--- src/rtl/loggain_pkg.sv ---
package loggain_pkg;

    localparam int IDX_W      = 4;
    localparam int TAPS       = 1 << IDX_W;
    localparam int FINE_PER_C = 15;
    localparam int SET_W      = 2 * IDX_W + 1;

    typedef struct packed {
        logic             gain;
        logic [IDX_W-1:0] coarse;
        logic [IDX_W-1:0] fine;
    } gain_set_t;

    localparam gain_set_t SET_RESET = '{gain: 1'b0, coarse: '0, fine: '0};

    function automatic int unsigned set_magnitude(input gain_set_t s);
        return int'(s.coarse) * FINE_PER_C + int'(s.fine);
    endfunction

endpackage

--- src/rtl/loggain_strobe.sv ---
module loggain_strobe (
    input  logic clk,
    input  logic rst,
    input  logic cs_n,
    input  logic wr_n,
    output logic take
);
    logic wr_prev;

    always_ff @(posedge clk) begin
        if (rst) wr_prev <= 1'b1;
        else     wr_prev <= wr_n;
    end

    assign take = wr_n & ~wr_prev & ~cs_n;
endmodule

--- src/rtl/loggain_hold.sv ---
module loggain_hold
    import loggain_pkg::*;
#(
    parameter bit WIDE_BUS = 1'b0,
    parameter int DATA_W   = WIDE_BUS ? SET_W : 2 * IDX_W
) (
    input  logic              clk,
    input  logic              rst,
    input  logic              take,
    input  logic              addr,
    input  logic [DATA_W-1:0] data,
    output gain_set_t         active,
    output logic              pd
);
    generate
        if (WIDE_BUS) begin : g_wide
            logic unused_addr;
            assign unused_addr = addr;
            assign pd = 1'b0;
            always_ff @(posedge clk) begin
                if (rst)       active <= SET_RESET;
                else if (take) active <= gain_set_t'(data[SET_W-1:0]);
            end
        end else begin : g_narrow
            logic [IDX_W-1:0] stage_c;
            logic [IDX_W-1:0] stage_f;
            always_ff @(posedge clk) begin
                if (rst) begin
                    stage_c <= '0;
                    stage_f <= '0;
                    active  <= SET_RESET;
                    pd      <= 1'b0;
                end else if (take) begin
                    if (!addr) begin
                        stage_c <= data[2*IDX_W-1:IDX_W];
                        stage_f <= data[IDX_W-1:0];
                    end else begin
                        active.coarse <= stage_c;
                        active.fine   <= stage_f;
                        active.gain   <= data[0];
                        pd            <= data[1];
                    end
                end
            end
        end
    endgenerate
endmodule

--- src/rtl/loggain_tap_dec.sv ---
module loggain_tap_dec
    import loggain_pkg::*;
(
    input  logic [IDX_W-1:0] idx,
    output logic [TAPS-1:0]  sel
);
    generate
        for (genvar t = 0; t < TAPS; t++) begin : g_line
            assign sel[t] = (idx == IDX_W'(t));
        end
    endgenerate
endmodule

--- src/rtl/loggain_ctrl.sv ---
module loggain_ctrl
    import loggain_pkg::*;
#(
    parameter bit WIDE_BUS = 1'b0,
    parameter int DATA_W   = WIDE_BUS ? SET_W : 2 * IDX_W
) (
    input  logic              clk,
    input  logic              rst,
    input  logic              cs_n,
    input  logic              wr_n,
    input  logic              addr,
    input  logic [DATA_W-1:0] data,
    output logic [TAPS-1:0]   coarse_sel,
    output logic [TAPS-1:0]   fine_sel,
    output logic              gain_mode,
    output logic              pwr_down
);
    logic      take;
    gain_set_t active;

    loggain_strobe u_strobe (
        .clk  (clk),
        .rst  (rst),
        .cs_n (cs_n),
        .wr_n (wr_n),
        .take (take)
    );

    loggain_hold #(.WIDE_BUS(WIDE_BUS), .DATA_W(DATA_W)) u_hold (
        .clk    (clk),
        .rst    (rst),
        .take   (take),
        .addr   (addr),
        .data   (data),
        .active (active),
        .pd     (pwr_down)
    );

    loggain_tap_dec u_coarse_dec (.idx(active.coarse), .sel(coarse_sel));
    loggain_tap_dec u_fine_dec   (.idx(active.fine),   .sel(fine_sel));

    assign gain_mode = active.gain;
endmodule

--- config.mk ---
export PLATFORM = sky130hd
export DESIGN_NAME = loggain_ctrl
export DESIGN_NICKNAME = d
export VERILOG_FILES = /design/src/rtl/loggain_pkg.sv /design/src/rtl/loggain_strobe.sv /design/src/rtl/loggain_hold.sv /design/src/rtl/loggain_tap_dec.sv /design/src/rtl/loggain_ctrl.sv
export SDC_FILE = /design/constraint.sdc
export NUM_CORES = 1
export LEC_CHECK = 0
export ABC_AREA = 1
export ABC_CLOCK_PERIOD_IN_PS = 1500
export BUFFER_PORTS_ARGS = -buffer_cell sky130_fd_sc_hd__buf_2
export CAP_MARGIN = 20
export CORE_ASPECT_RATIO = 1.2
export CORE_UTILIZATION = 46
export CTS_CLUSTER_SIZE = 25
export DETAILED_ROUTE_END_ITERATION = 16
export GPL_TIMING_DRIVEN = 1
export PLACE_DENSITY_LB_ADDON = 0.2
export SYNTH_ARGS = -nofsm -noshare
export SYNTH_HDL_FRONTEND = slang
export SYNTH_SLANG_ARGS = --single-unit
--- constraint.sdc ---
create_clock -name clk -period 1.5 [get_ports clk]
set_clock_uncertainty 0.2 [all_clocks]
set_input_delay 0.075 -clock clk [delete_from_list [all_inputs] [get_ports clk]]
set_output_delay 0.075 -clock clk [all_outputs]
set_load 0.02 [all_outputs]
# ---- Yosys cells after proc, flatten, opt, wreduce, memory -nomap -nowiden
# Cells that the tools add are included.
dict set report classes {
  multipliers 0
  eq_ne 30
  reduce_logical 4
  div 0
  n_addsub 0
  n_shift 0
  n_lt_le_gt_ge 0
  n_mux 0
  bitwise 5
}
# operator count
set op_table {}
lappend op_table {{4-bit == test, second input constant} 16}
lappend op_table {{4-bit by 3-bit == test with 1-bit output, second input constant} 8}
lappend op_table {{4-bit by 2-bit == test with 1-bit output, second input constant} 4}
lappend op_table {{4-bit by 1-bit == test with 1-bit output, second input constant} 2}
lappend op_table {{4-bit logical NOT} 2}
lappend op_table {{2-bit AND reduction} 2}
lappend op_table {{1-bit NOT} 3}
lappend op_table {{1-bit AND} 2}
dict set report word_totals {
  latchBits 0
  romBits 0
  word_cells 46
  out_inout_bits 34
  in_bits 13
  reg_bits 19
  ramBits 0
  memories 0
}

# ---- Logic depth before layout (Yosys ltp)
# Gate-level depths: netlist of the first run.
dict set report depth {
  depth_word 4
  ltp_mapped 6
  ltp_nobuf 5
}

# ---- Cells and area by module
# Synthesis of the first run repeated with hierarchy kept, for this count alone.
dict set report unflattened {
  cells_unflattened 158
  area_unflattened_um2 972.2
}
# module seq_area_each_um2 area_per_inst_um2 cells_each n_inst
set by_module_without_submodules {}
lappend by_module_without_submodules {loggain_hold 360.3 724.4 97 1}
lappend by_module_without_submodules {loggain_tap_dec 0.0 105.1 28 2}
lappend by_module_without_submodules {loggain_strobe 20.0 37.5 5 1}

# ---- Worst setup path after synthesis of the first run
# Ideal clock, no wire load.
dict set report synth_path {
  path_type {reg-to-reg}
  start {register u_strobe.wr_prev}
  end {register u_hold.g_narrow.stage_c[0]}
  arrival_ns 0.826
  path_buffers 0
  synth_period_minus_slack_ns 1.090
  slack_ns 0.410
  path_stages_with_launch 6
  required_ns 1.236
  setup_time_ns 0.064
  path_cell_list {dfxtp_1 > inv_2 > nand3_4 > nor2_4 > nor2_1 > nor2_1}
}
dict set report synth_between {
  elab_chain_len 4
}
# element line
set synth_rtl {}
lappend synth_rtl {{start, declared} loggain_strobe.sv:8} ;# logic wr_prev;
lappend synth_rtl {{start signal, assigned} loggain_strobe.sv:12} ;# else wr_prev <= wr_n;
lappend synth_rtl {{1-bit NOT} loggain_strobe.sv:15} ;# assign take = wr_n & ~wr_prev & ~cs_n;
lappend synth_rtl {{1-bit AND (2 in series)} loggain_strobe.sv:15}
lappend synth_rtl {{2-bit AND reduction (no source line)} --}
lappend synth_rtl {{end signal, assigned} loggain_hold.sv:35} ;# stage_c <= data[2*IDX_W-1:IDX_W];
lappend synth_rtl {{end, declared} loggain_hold.sv:25} ;# logic [IDX_W-1:0] stage_c;
# No other way between the ends.
# A chain may end at the register's enable or synchronous reset.

# ---- Worst setup path after layout of the first run
dict set report layout_path {
  start {register, netlist name u_hold.active[3]}
  end {output fine_sel[14]}
}
dict set report layout_between {
  elab_chain_len 1
}
# element line
set layout_rtl {}
lappend layout_rtl {{4-bit == test} loggain_tap_dec.sv:9} ;# assign sel[t] = (idx == IDX_W'(t));
lappend layout_rtl {{end, declared} loggain_ctrl.sv:14} ;# output logic [TAPS-1:0] fine_sel,
# No other way between the ends.

==> results of run 1 <==
==> metal layers <==
metal	routed length [um]	vias up	GRT usage
met3	161	5	0.0458
met1	1110	522	0.219
met2	1280	54	0.375
li1	-	658	-
met4	48	0	0.109
met5	0	-	0
==> state kept, by name (all words and copies together) (netlist names) <==
signal,flops
u_hold.active,9
u_strobe.wr_prev,1
u_hold.g_narrow.stage_c,4
u_hold.g_narrow.stage_f,4
u_hold.pd,1
==> power by group through the flow <==
stage | registers [mW] | clock network, mW | logic, mW
global placement | 0.535 | 0 | 0.135
CTS | 0.524 | 0.270 | 0.164
floorplan | 0.535 | 0 | 0.102
finish | 0.524 | 0.263 | 0.168
global route | 0.526 | 0.306 | 0.186
detailed placement | 0.535 | 0 | 0.140
==> metrics by stage <==
stage           util  setup TNS (ns)  cells  hold WS (ns)  area, sq um
6_report       0.695               0    266        0.0283         1490
5_1_grt        0.695         -0.0429    266        0.0322         1490
4_1_cts        0.689               0    266        0.0183         1470
3_5_place_dp   0.620               0    250         0.139         1330
3_3_place_gp   0.620               0    250         0.134         1330
2_1_floorplan      -               0    177       -0.0208         1090
==> cell usage after synthesis <==
cell type | instances | area (sq um)
buf_4 | 1 | 7.51
buf_6 | 3 | 33.8
dfxtp_1 | 19 | 380
inv_1 | 25 | 93.8
inv_2 | 3 | 11.3
inv_4 | 1 | 6.26
nand2_1 | 35 | 131
nand3_4 | 1 | 17.5
nand4_1 | 18 | 113
nor2_1 | 68 | 255
nor2_4 | 2 | 22.5
nor2_8 | 1 | 20.0
==> worst max-delay path, stage by stage, from the launching register on <==
cell,delay (ns)
dfxtp_1,0.40
nand2_1,0.12
nor2_1,0.14
buf_2,0.18
==> final cells by class <==
cell class | count | area [sq um] | share of cell area
clock inverter | 1 | 5.00 | 0.00336
clock buffer | 3 | 22.5 | 0.0151
multi-input combinational | 125 | 559 | 0.376
tap | 30 | 37.5 | 0.0252
timing repair buffer | 59 | 370 | 0.249
inverter | 29 | 111 | 0.0749
sequential | 19 | 382 | 0.257
==> cells by family after synthesis <==
logic type,Yosys count,synth area share
simple gates,125,0.512
buf+inv,33,0.140
flops,19,0.348
==> repair_timing <==
| action | 4_1_cts | 5_1_grt |
|---|---|---|
| endpoints found under the hold margin | 19 | 0 |
| setup endpoints to repair | 0 | 5 |
| gates resized for setup | 0 | 6 |
| hold buffers | 12 | 0 |
==> worst min-delay path by stage <==
| stage | start | slack [ns] | endpoint | depth (start not counted) |
|---|---|---|---|---|
| finish | addr | 0.03 | u_hold.active[1] | 4 |
| global route | addr | 0.03 | u_hold.active[6] | 4 |
| floorplan | wr_n | -0.02 | u_strobe.wr_prev | 2 |
| detailed placement | wr_n | 0.14 | u_strobe.wr_prev | 3 |
| CTS | addr | 0.02 | u_hold.active[2] | 4 |
| global placement | wr_n | 0.13 | u_strobe.wr_prev | 3 |
==> results.py, run 1 <==
metrics = {
    "floorplan": {
        "core_area_sq_um": 2140,
        "die_area_sq_um": 2570,
        "die_y_um": 55.4,
        "die_w_um": 46.5,
        "start_util": 0.511,
        "std_cell_rows": 18,
        "ios": 47,
    },
    "drt": {
        "wl_per_cell_um": 9.76,
        "via_count": 1239,
        "wirelength_mm": 2.60,
        "drc": 0,
        "drt_iter0_drc": 34,
        "postRouteAntennaNets": 0,
        "viasPerCell": 4.66,
        "dr.pass1.iters": 4,
    },
    "yosys": {
        "synth_area_sq_um": 1090,
        "synth_seq_area_share": 0.348,
        "syn_nets": 190,
        "synth_area_per_cell_sq_um": 6.17,
        "synth_warnings": 0,
        "synth-seq-cells": 19,
        "ys_types": 12,
        "syn_inst": 177,
    },
    "placed_design": {
        "place_hpwl_mm": 1.85,
        "gp_congestion": 0.835,
        "portBuffers": 46,
        "pre_cts_ws_ns": 0.377,
    },
    "worst_setup_path": {
        "cp-startpoint": "u_hold.active[3]",
        "reg2reg_depth": 5,
        "crit_required_ns": 1.22,
        "r2r_end": "u_hold.active[4]",
        "worstReg2RegStart": "u_strobe.wr_prev",
        "critPathMaxFanout": 4,
        "start_kind": "register",
        "path_class": "reg2out",
        "worstSetupEndpointType": "output pin",
        "arrival_ns": 1.15,
        "r2r_slack_ns": 0.34,
        "endpoint": "fine_sel[14]",
    },
    "clock_tree": {
        "cts_made_buffers": 3,
        "clkLatencyLatePin_ns": 0.31,
        "ctsRootBufferMaster": "clkbuf_4",
        "clk_pin_slew_worst_paths_ns": 0.11,
        "cts_tree": "done",
        "cts_setup_buffers": 0,
        "htree_levels": 1,
        "clockBufferDepth": 2,
        "cts.sinks": 19,
    },
    "timing": {
        "relSlewSlack": 0.609,
        "final_max_slew_viol_count": 0,
        "clock.fmax_mhz": 700,
        "timing.final.crit_share": 0.952,
        "finalSetupViolations": 0,
        "worst_slew_pin_slew_ns": 0.584,
        "setup_slack_ns": 0.0715,
        "hold_violations": 0,
        "layout_min_cycle_time_ns": 1.43,
    },
    "grt": {
        "groute.usage.overall": 0.213,
        "grt_first_pass_wirelength_mm": 4.04,
        "grt_pass1_vias": 1038,
        "antenna_found_initial": 0,
        "overflow": 0,
        "grt_max_degree": 19,
    },
    "pwr": {
        "p_sw_frac": 0.282,
        "seqPwrFrac": 0.549,
        "power_uw": 955,
        "clkPwrFrac": 0.275,
        "leakagePower_nw": 0.752,
        "p_comb_frac": 0.176,
        "p_int_uw": 685,
        "p_sw_uw": 269,
        "ir_drop_mv": 0.531,
        "p_per_area_nw_per_um2": 642,
    },
    "finish": {
        "most-common-layout-cells": "nor2_1, buf_2, nand2_1",
        "drive_gt1_frac": 0.254,
        "finalNetCount": 250,
        "area.growth.synth_to_final_pct": 36.2,
        "antenna_cells": 0,
        "final_common_cell": "nor2_1",
        "fill_cells": 182,
    },
    "run": {
        "maxCapViolCount": 0,
    },
    "outcome": {
        "status": "completed",
    },
    "min_path": {
        "hp-class": "in2reg",
    },
}
No activity file was read; power rests on OpenSTA's default activity.
==> run 2: changes to the inputs <==
BUFFER_PORTS_ARGS = -buffer_cell sky130_fd_sc_hd__buf_4   (was -buffer_cell sky130_fd_sc_hd__buf_2)
==> results.py, run 2 (same netlist as run 1, synthesis figures left out) <==
metrics = {
    "timing": {
        "finalSetupViolations": 0,
        "hold_violations": 0,
        "rsz0062_at_grt": "false",
        "worst_slew_pin_slew_ns": 0.609,
        "final_max_slew_viol_count": 0,
        "setup_slack_ns": 0.0591,
        "fin_tns_setup_ns": 0,
        "timing.final.crit_share": 0.961,
        "clock.fmax_mhz": 694,
        "whs_ns": 0.295,
        "relSlewSlack": 0.592,
        "layout_min_cycle_time_ns": 1.44,
    },
    "clock_tree": {
        "clkLatencyLatePin_ns": 0.30,
        "cts_made_buffers": 3,
        "clockBufferDepth": 2,
        "ctsRootBufferMaster": "clkbuf_4",
        "cts_tree": "done",
        "htree_levels": 1,
        "cts_setup_buffers": 0,
        "cts.sinks": 19,
        "clk_pin_slew_worst_paths_ns": 0.11,
    },
    "run": {
        "maxCapViolCount": 0,
    },
    "pwr": {
        "seqPwrFrac": 0.546,
        "p_int_uw": 698,
        "clkPwrFrac": 0.264,
        "p_sw_uw": 261,
        "p_sw_frac": 0.272,
        "power_uw": 959,
        "p_comb_frac": 0.190,
        "ir_drop_mv": 0.469,
        "leakagePower_nw": 0.763,
        "p_per_area_nw_per_um2": 600,
    },
    "floorplan": {
        "std_cell_rows": 18,
        "ios": 47,
        "die_area_sq_um": 2570,
        "core_area_sq_um": 2140,
        "start_util": 0.511,
        "die_w_um": 46.5,
        "die_y_um": 55.4,
    },
    "drt": {
        "via_count": 1226,
        "drt_iter0_drc": 17,
        "dr.pass1.iters": 4,
        "wl_per_cell_um": 9.42,
        "drc": 0,
        "wirelength_mm": 2.52,
        "viasPerCell": 4.59,
        "postRouteAntennaNets": 0,
    },
    "worst_setup_path": {
        "worstReg2RegStart": "u_strobe.wr_prev",
        "r2r_end": "u_hold.g_narrow.stage_c[2]",
        "max_stage_delay_ns": 0.55,
        "crit_family": "buffers and inverters",
        "worstSetupEndpointType": "register",
        "crit_required_ns": 1.49,
        "arrival_ns": 1.43,
        "path_class": "in2reg",
        "reg2reg_depth": 5,
        "r2r_slack_ns": 0.32,
        "start_kind": "input pin",
        "critPathBufInv": 4,
        "path_cells": "dlygate4sd3_1 -> buf_4 -> inv_2 -> nand2_1 -> dlygate4sd3_1",
        "critPathMaxFanout": 2,
        "path_common_cell": "dlygate4sd3_1",
        "critPathSlowestCell": "dlygate4sd3_1",
    },
    "outcome": {
        "status": "completed",
    },
    "min_path": {
        "min_path_cells": 2,
        "hold_start": "u_hold.g_narrow.stage_f[0]",
        "hp-class": "reg2reg",
        "hold_end": "u_hold.g_narrow.stage_f[0]",
    },
    "finish": {
        "most-common-layout-cells": "nor2_1, buf_4, nand2_1",
        "area.growth.synth_to_final_pct": 46.5,
        "final_common_cell": "nor2_1",
        "utilization": 0.748,
        "reg_top3": "u_hold.active x9, u_hold.g_narrow.stage_c x4, u_hold.g_narrow.stage_f x4",
        "regMostFlops": "u_hold.active",
        "finalNetCount": 251,
        "drive_gt1_frac": 0.253,
        "largest_reg_flops": 9,
        "antenna_cells": 0,
    },
    "grt": {
        "grt_max_degree": 19,
        "grt_pass1_vias": 1056,
        "groute.usage.overall": 0.220,
        "grt_first_pass_wirelength_mm": 4.23,
        "overflow": 0,
        "antenna_found_initial": 0,
    },
    "placed_design": {
        "pre_cts_ws_ns": 0.354,
        "place_hpwl_mm": 1.86,
        "portBuffers": 46,
        "gp_congestion": 0.803,
    },
}
run 2: worst max-delay path by stage:
stage,from,endpoint,slack (ns),depth (start not counted)
3_3_place_gp,u_strobe.wr_prev,u_hold.active[3],0.39,5
4_1_cts,wr_n,u_strobe.wr_prev,0.1,5
3_5_place_dp,u_strobe.wr_prev,u_hold.g_narrow.stage_c[2],0.35,5
6_report,wr_n,u_strobe.wr_prev,0.06,5
2_1_floorplan,u_strobe.wr_prev,u_hold.g_narrow.stage_c[0],0.41,5
5_1_grt,u_hold.active[4],coarse_sel[10],0.007,4
run 2: final cells by class:
cell class | instances | area, sq um
Sequential cell | 19 | 382
Multi-Input combinational cell | 125 | 559
Tap cell | 30 | 37.5
Clock buffer | 3 | 22.5
Clock inverter | 1 | 5.00
Timing Repair Buffer | 60 | 483
Inverter | 29 | 111
Fill cell | 175 | 539
run 2: stage by stage:
stage	area, sq um	cells
final	1600	267
after detailed placement	1440	250
after global placement	1440	250
after CTS	1600	267
after floorplan	1090	177
after global routing	1600	267
run 2: per-layer routing:
metal	share of wire	vias up	GRT usage
li1	-	655	-
met1	0.42	518	0.247
met2	0.50	49	0.377
met3	0.065	4	0.0392
met4	0.013	0	0.101
met5	0	-	0
run 2: timing repair:
item                                    in CTS  in global routing
hold buffers                                13                  0
resized for setup                            0                  1
endpoints found under the setup margin       0                  3
hold endpoints to repair                    19                  0
run 2: worst reg2reg max path, cell delays in order (launching register included):
cell and delay (ns):
dfxtp_1 0.33, inv_2 0.07, buf_4 0.21, nand4_1 0.13, nand2_1 0.10, nor2_1 0.05
run 2: power groups by stage:
stage / logic (mW) / registers, mW / clock network (mW)
final: 0.182 / 0.524 / 0.254
after detailed placement: 0.154 / 0.535 / 0
after CTS: 0.181 / 0.524 / 0.263
after global routing: 0.201 / 0.526 / 0.293
after floorplan: 0.102 / 0.535 / 0
after global placement: 0.150 / 0.535 / 0
==> run 3: changes to the inputs <==
CORE_UTILIZATION = 45   (was 46)
SYNTH_HIERARCHICAL = 1   (was default)
==> results.py, run 3 <==
metrics = {
    "grt": {
        "overflow": 0,
        "grt_max_degree": 19,
        "antenna_found_initial": 0,
        "grt_first_pass_wirelength_mm": 3.64,
        "groute.usage.overall": 0.207,
        "grt_pass1_vias": 887,
    },
    "finish": {
        "largest_reg_flops": 9,
        "drive_gt1_frac": 0.241,
        "area.growth.synth_to_final_pct": 50.7,
        "reg_top3": "u_hold/active x9, u_hold/g_narrow.stage_c x4, u_hold/g_narrow.stage_f x4",
        "regMostFlops": "u_hold/active",
        "finalNetCount": 230,
        "fill_cells": 185,
        "antenna_cells": 0,
        "most-common-layout-cells": "nor2_1, buf_4, nand2_1",
        "final_common_cell": "nor2_1",
    },
    "run": {
        "maxCapViolCount": 0,
    },
    "yosys": {
        "yosysMostFrequentCell": "nor2_1",
        "synth_edf_count": 0,
        "syn_inst": 158,
        "async_reset_ff_frac": 0,
        "synth_area_per_cell_sq_um": 6.15,
        "synth_area_sq_um": 972,
        "synth.area.top_cells": "dfxtp_1, nor2_1, nand2_1, nand3_1, inv_1",
        "synth-seq-cells": 19,
        "synthFlopType": "dfxtp_1",
        "syn_nets": 171,
        "ys_types": 13,
        "synth_warnings": 6,
        "yosysTopAreaCell": "dfxtp_1",
        "synth_common_cells": "nor2_1, nand2_1, inv_1",
        "yosysTopAreaCellShare": 0.391,
        "synth_seq_area_share": 0.391,
    },
    "timing": {
        "final_max_slew_viol_count": 0,
        "clock.fmax_mhz": 713,
        "setup_slack_ns": 0.0979,
        "rsz0062_at_grt": "false",
        "hold_violations": 0,
        "layout_min_cycle_time_ns": 1.40,
        "fin_tns_setup_ns": 0,
        "timing.final.crit_share": 0.935,
        "finalSetupViolations": 0,
        "worst_slew_pin_slew_ns": 0.248,
        "relSlewSlack": 0.834,
    },
    "pwr": {
        "seqPwrFrac": 0.598,
        "ir_drop_mv": 0.575,
        "p_sw_frac": 0.224,
        "power_uw": 860,
        "p_sw_uw": 193,
        "p_comb_frac": 0.113,
        "p_int_uw": 667,
        "p_per_area_nw_per_um2": 587,
        "clkPwrFrac": 0.289,
        "leakagePower_nw": 0.677,
    },
    "worst_setup_path": {
        "start_kind": "input pin",
        "worstSetupEndpointType": "register",
        "path_class": "in2reg",
        "crit_family": "buffers and inverters",
        "arrival_ns": 1.42,
        "critPathMaxFanout": 18,
        "crit_required_ns": 1.52,
        "max_stage_delay_ns": 0.52,
        "path_cells": "dlygate4sd3_1 -> buf_4 -> nand2_1 -> nor2_1 -> buf_6 -> nand3_1 -> a21oi_1",
        "critPathBufInv": 3,
        "critPathSlowestCell": "dlygate4sd3_1",
    },
    "drt": {
        "via_count": 1120,
        "drc": 0,
        "drt_iter0_drc": 35,
        "dr.pass1.iters": 4,
        "wirelength_mm": 2.28,
        "viasPerCell": 4.55,
        "postRouteAntennaNets": 0,
        "wl_per_cell_um": 9.28,
    },
    "floorplan": {
        "ios": 47,
        "start_util": 0.474,
        "die_w_um": 44.4,
        "die_area_sq_um": 2350,
        "die_y_um": 52.9,
        "std_cell_rows": 18,
        "core_area_sq_um": 2050,
    },
    "min_path": {
        "hp-class": "in2reg",
    },
    "clock_tree": {
        "cts.sinks": 19,
        "htree_levels": 1,
        "clkLatencyLatePin_ns": 0.29,
        "ctsRootBufferMaster": "clkbuf_4",
        "cts_made_buffers": 3,
        "clockBufferDepth": 2,
        "cts_setup_buffers": 0,
        "cts_tree": "done",
        "clk_pin_slew_worst_paths_ns": 0.10,
    },
    "placed_design": {
        "gp_congestion": 0.738,
        "pre_cts_ws_ns": 0.168,
        "portBuffers": 46,
        "place_hpwl_mm": 1.70,
    },
    "outcome": {
        "status": "completed",
    },
}
-- run 3: cell types whose count changed in the layout (fill, tap and decap cells not counted), sizes merged --
cell	before	now
a21oi	0	10
clkbuf	3	4
clkinv	1	0
dlygate4sd3	13	11
inv	29	20
nand2	35	36
nand3	1	18
nand4	18	0
nor2	71	50
or2	0	1
-- run 3: final cells by class --
type / count / area [sq um] / area share
multi-input cells: 115 / 479 / 0.327
repair buffers: 58 / 467 / 0.319
flip-flops and latches: 19 / 380 / 0.260
inverters: 20 / 75.1 / 0.0512
well taps: 30 / 37.5 / 0.0256
clock buffers: 4 / 26.3 / 0.0179
-- run 3: power groups by stage --
stage | clock network, mW | registers [mW] | logic [mW]
2_1_floorplan | 0 | 0.526 | 0.0418
3_3_place_gp | 0 | 0.526 | 0.0704
3_5_place_dp | 0 | 0.526 | 0.0725
4_1_cts | 0.253 | 0.515 | 0.0950
5_1_grt | 0.288 | 0.516 | 0.107
6_report | 0.249 | 0.515 | 0.0969
-- run 3: through the flow --
stage          hold slack (ns)  cell area [sq um]  instances  utilization
3_3_place_gp            0.0698               1320        231        0.644
5_1_grt                 0.0535               1470        246        0.715
2_1_floorplan          -0.0279                972        158            -
4_1_cts                 0.0129               1460        246        0.711
6_report                0.0368               1470        246        0.715
3_5_place_dp            0.0727               1320        231        0.644
-- run 3: cells by family (layout without fill, tap and decap cells) --
kind of cell | Yosys count | in the layout | share of synthesized area
compound gates | 10 | 10 | 0.0515
buf+inv | 24 | 82 | 0.121
flops | 19 | 19 | 0.391
simple gates | 105 | 105 | 0.436
-- run 3: timing repair --
item | 4_1_cts | 5_1_grt
hold buffers | 11 | 0
gates resized for setup | 0 | 2
endpoints found under the setup margin | 0 | 3
endpoints found under the hold margin | 19 | 0
-- run 3: metal layers --
layer  part of all wire  GRT usage  routed length (um)
met1               0.41      0.227                 940
met5                  0          0                   0
met4              0.014     0.0909                  33
met2               0.50      0.377                1140
met3              0.075     0.0410                 171
-- run 3: path summary, 6_finish.rpt --
path,from,to,slack (ns),depth (start not counted)
setup reg to reg,u_strobe/wr_prev,u_hold/active[8],0.15,6
setup / recovery,wr_n,u_hold/active[8],0.1,7
hold reg to reg,u_hold/pd,u_hold/pd,0.27,2
hold / removal,cs_n,u_hold/g_narrow.stage_c[2],0.04,6
-- run 3: worst min-delay path, delay by kind of cell --
kind | cells | cell delay [ns]
AND/OR/NAND/NOR | 4 | 0.25
buffers and inverters | 2 | 0.17
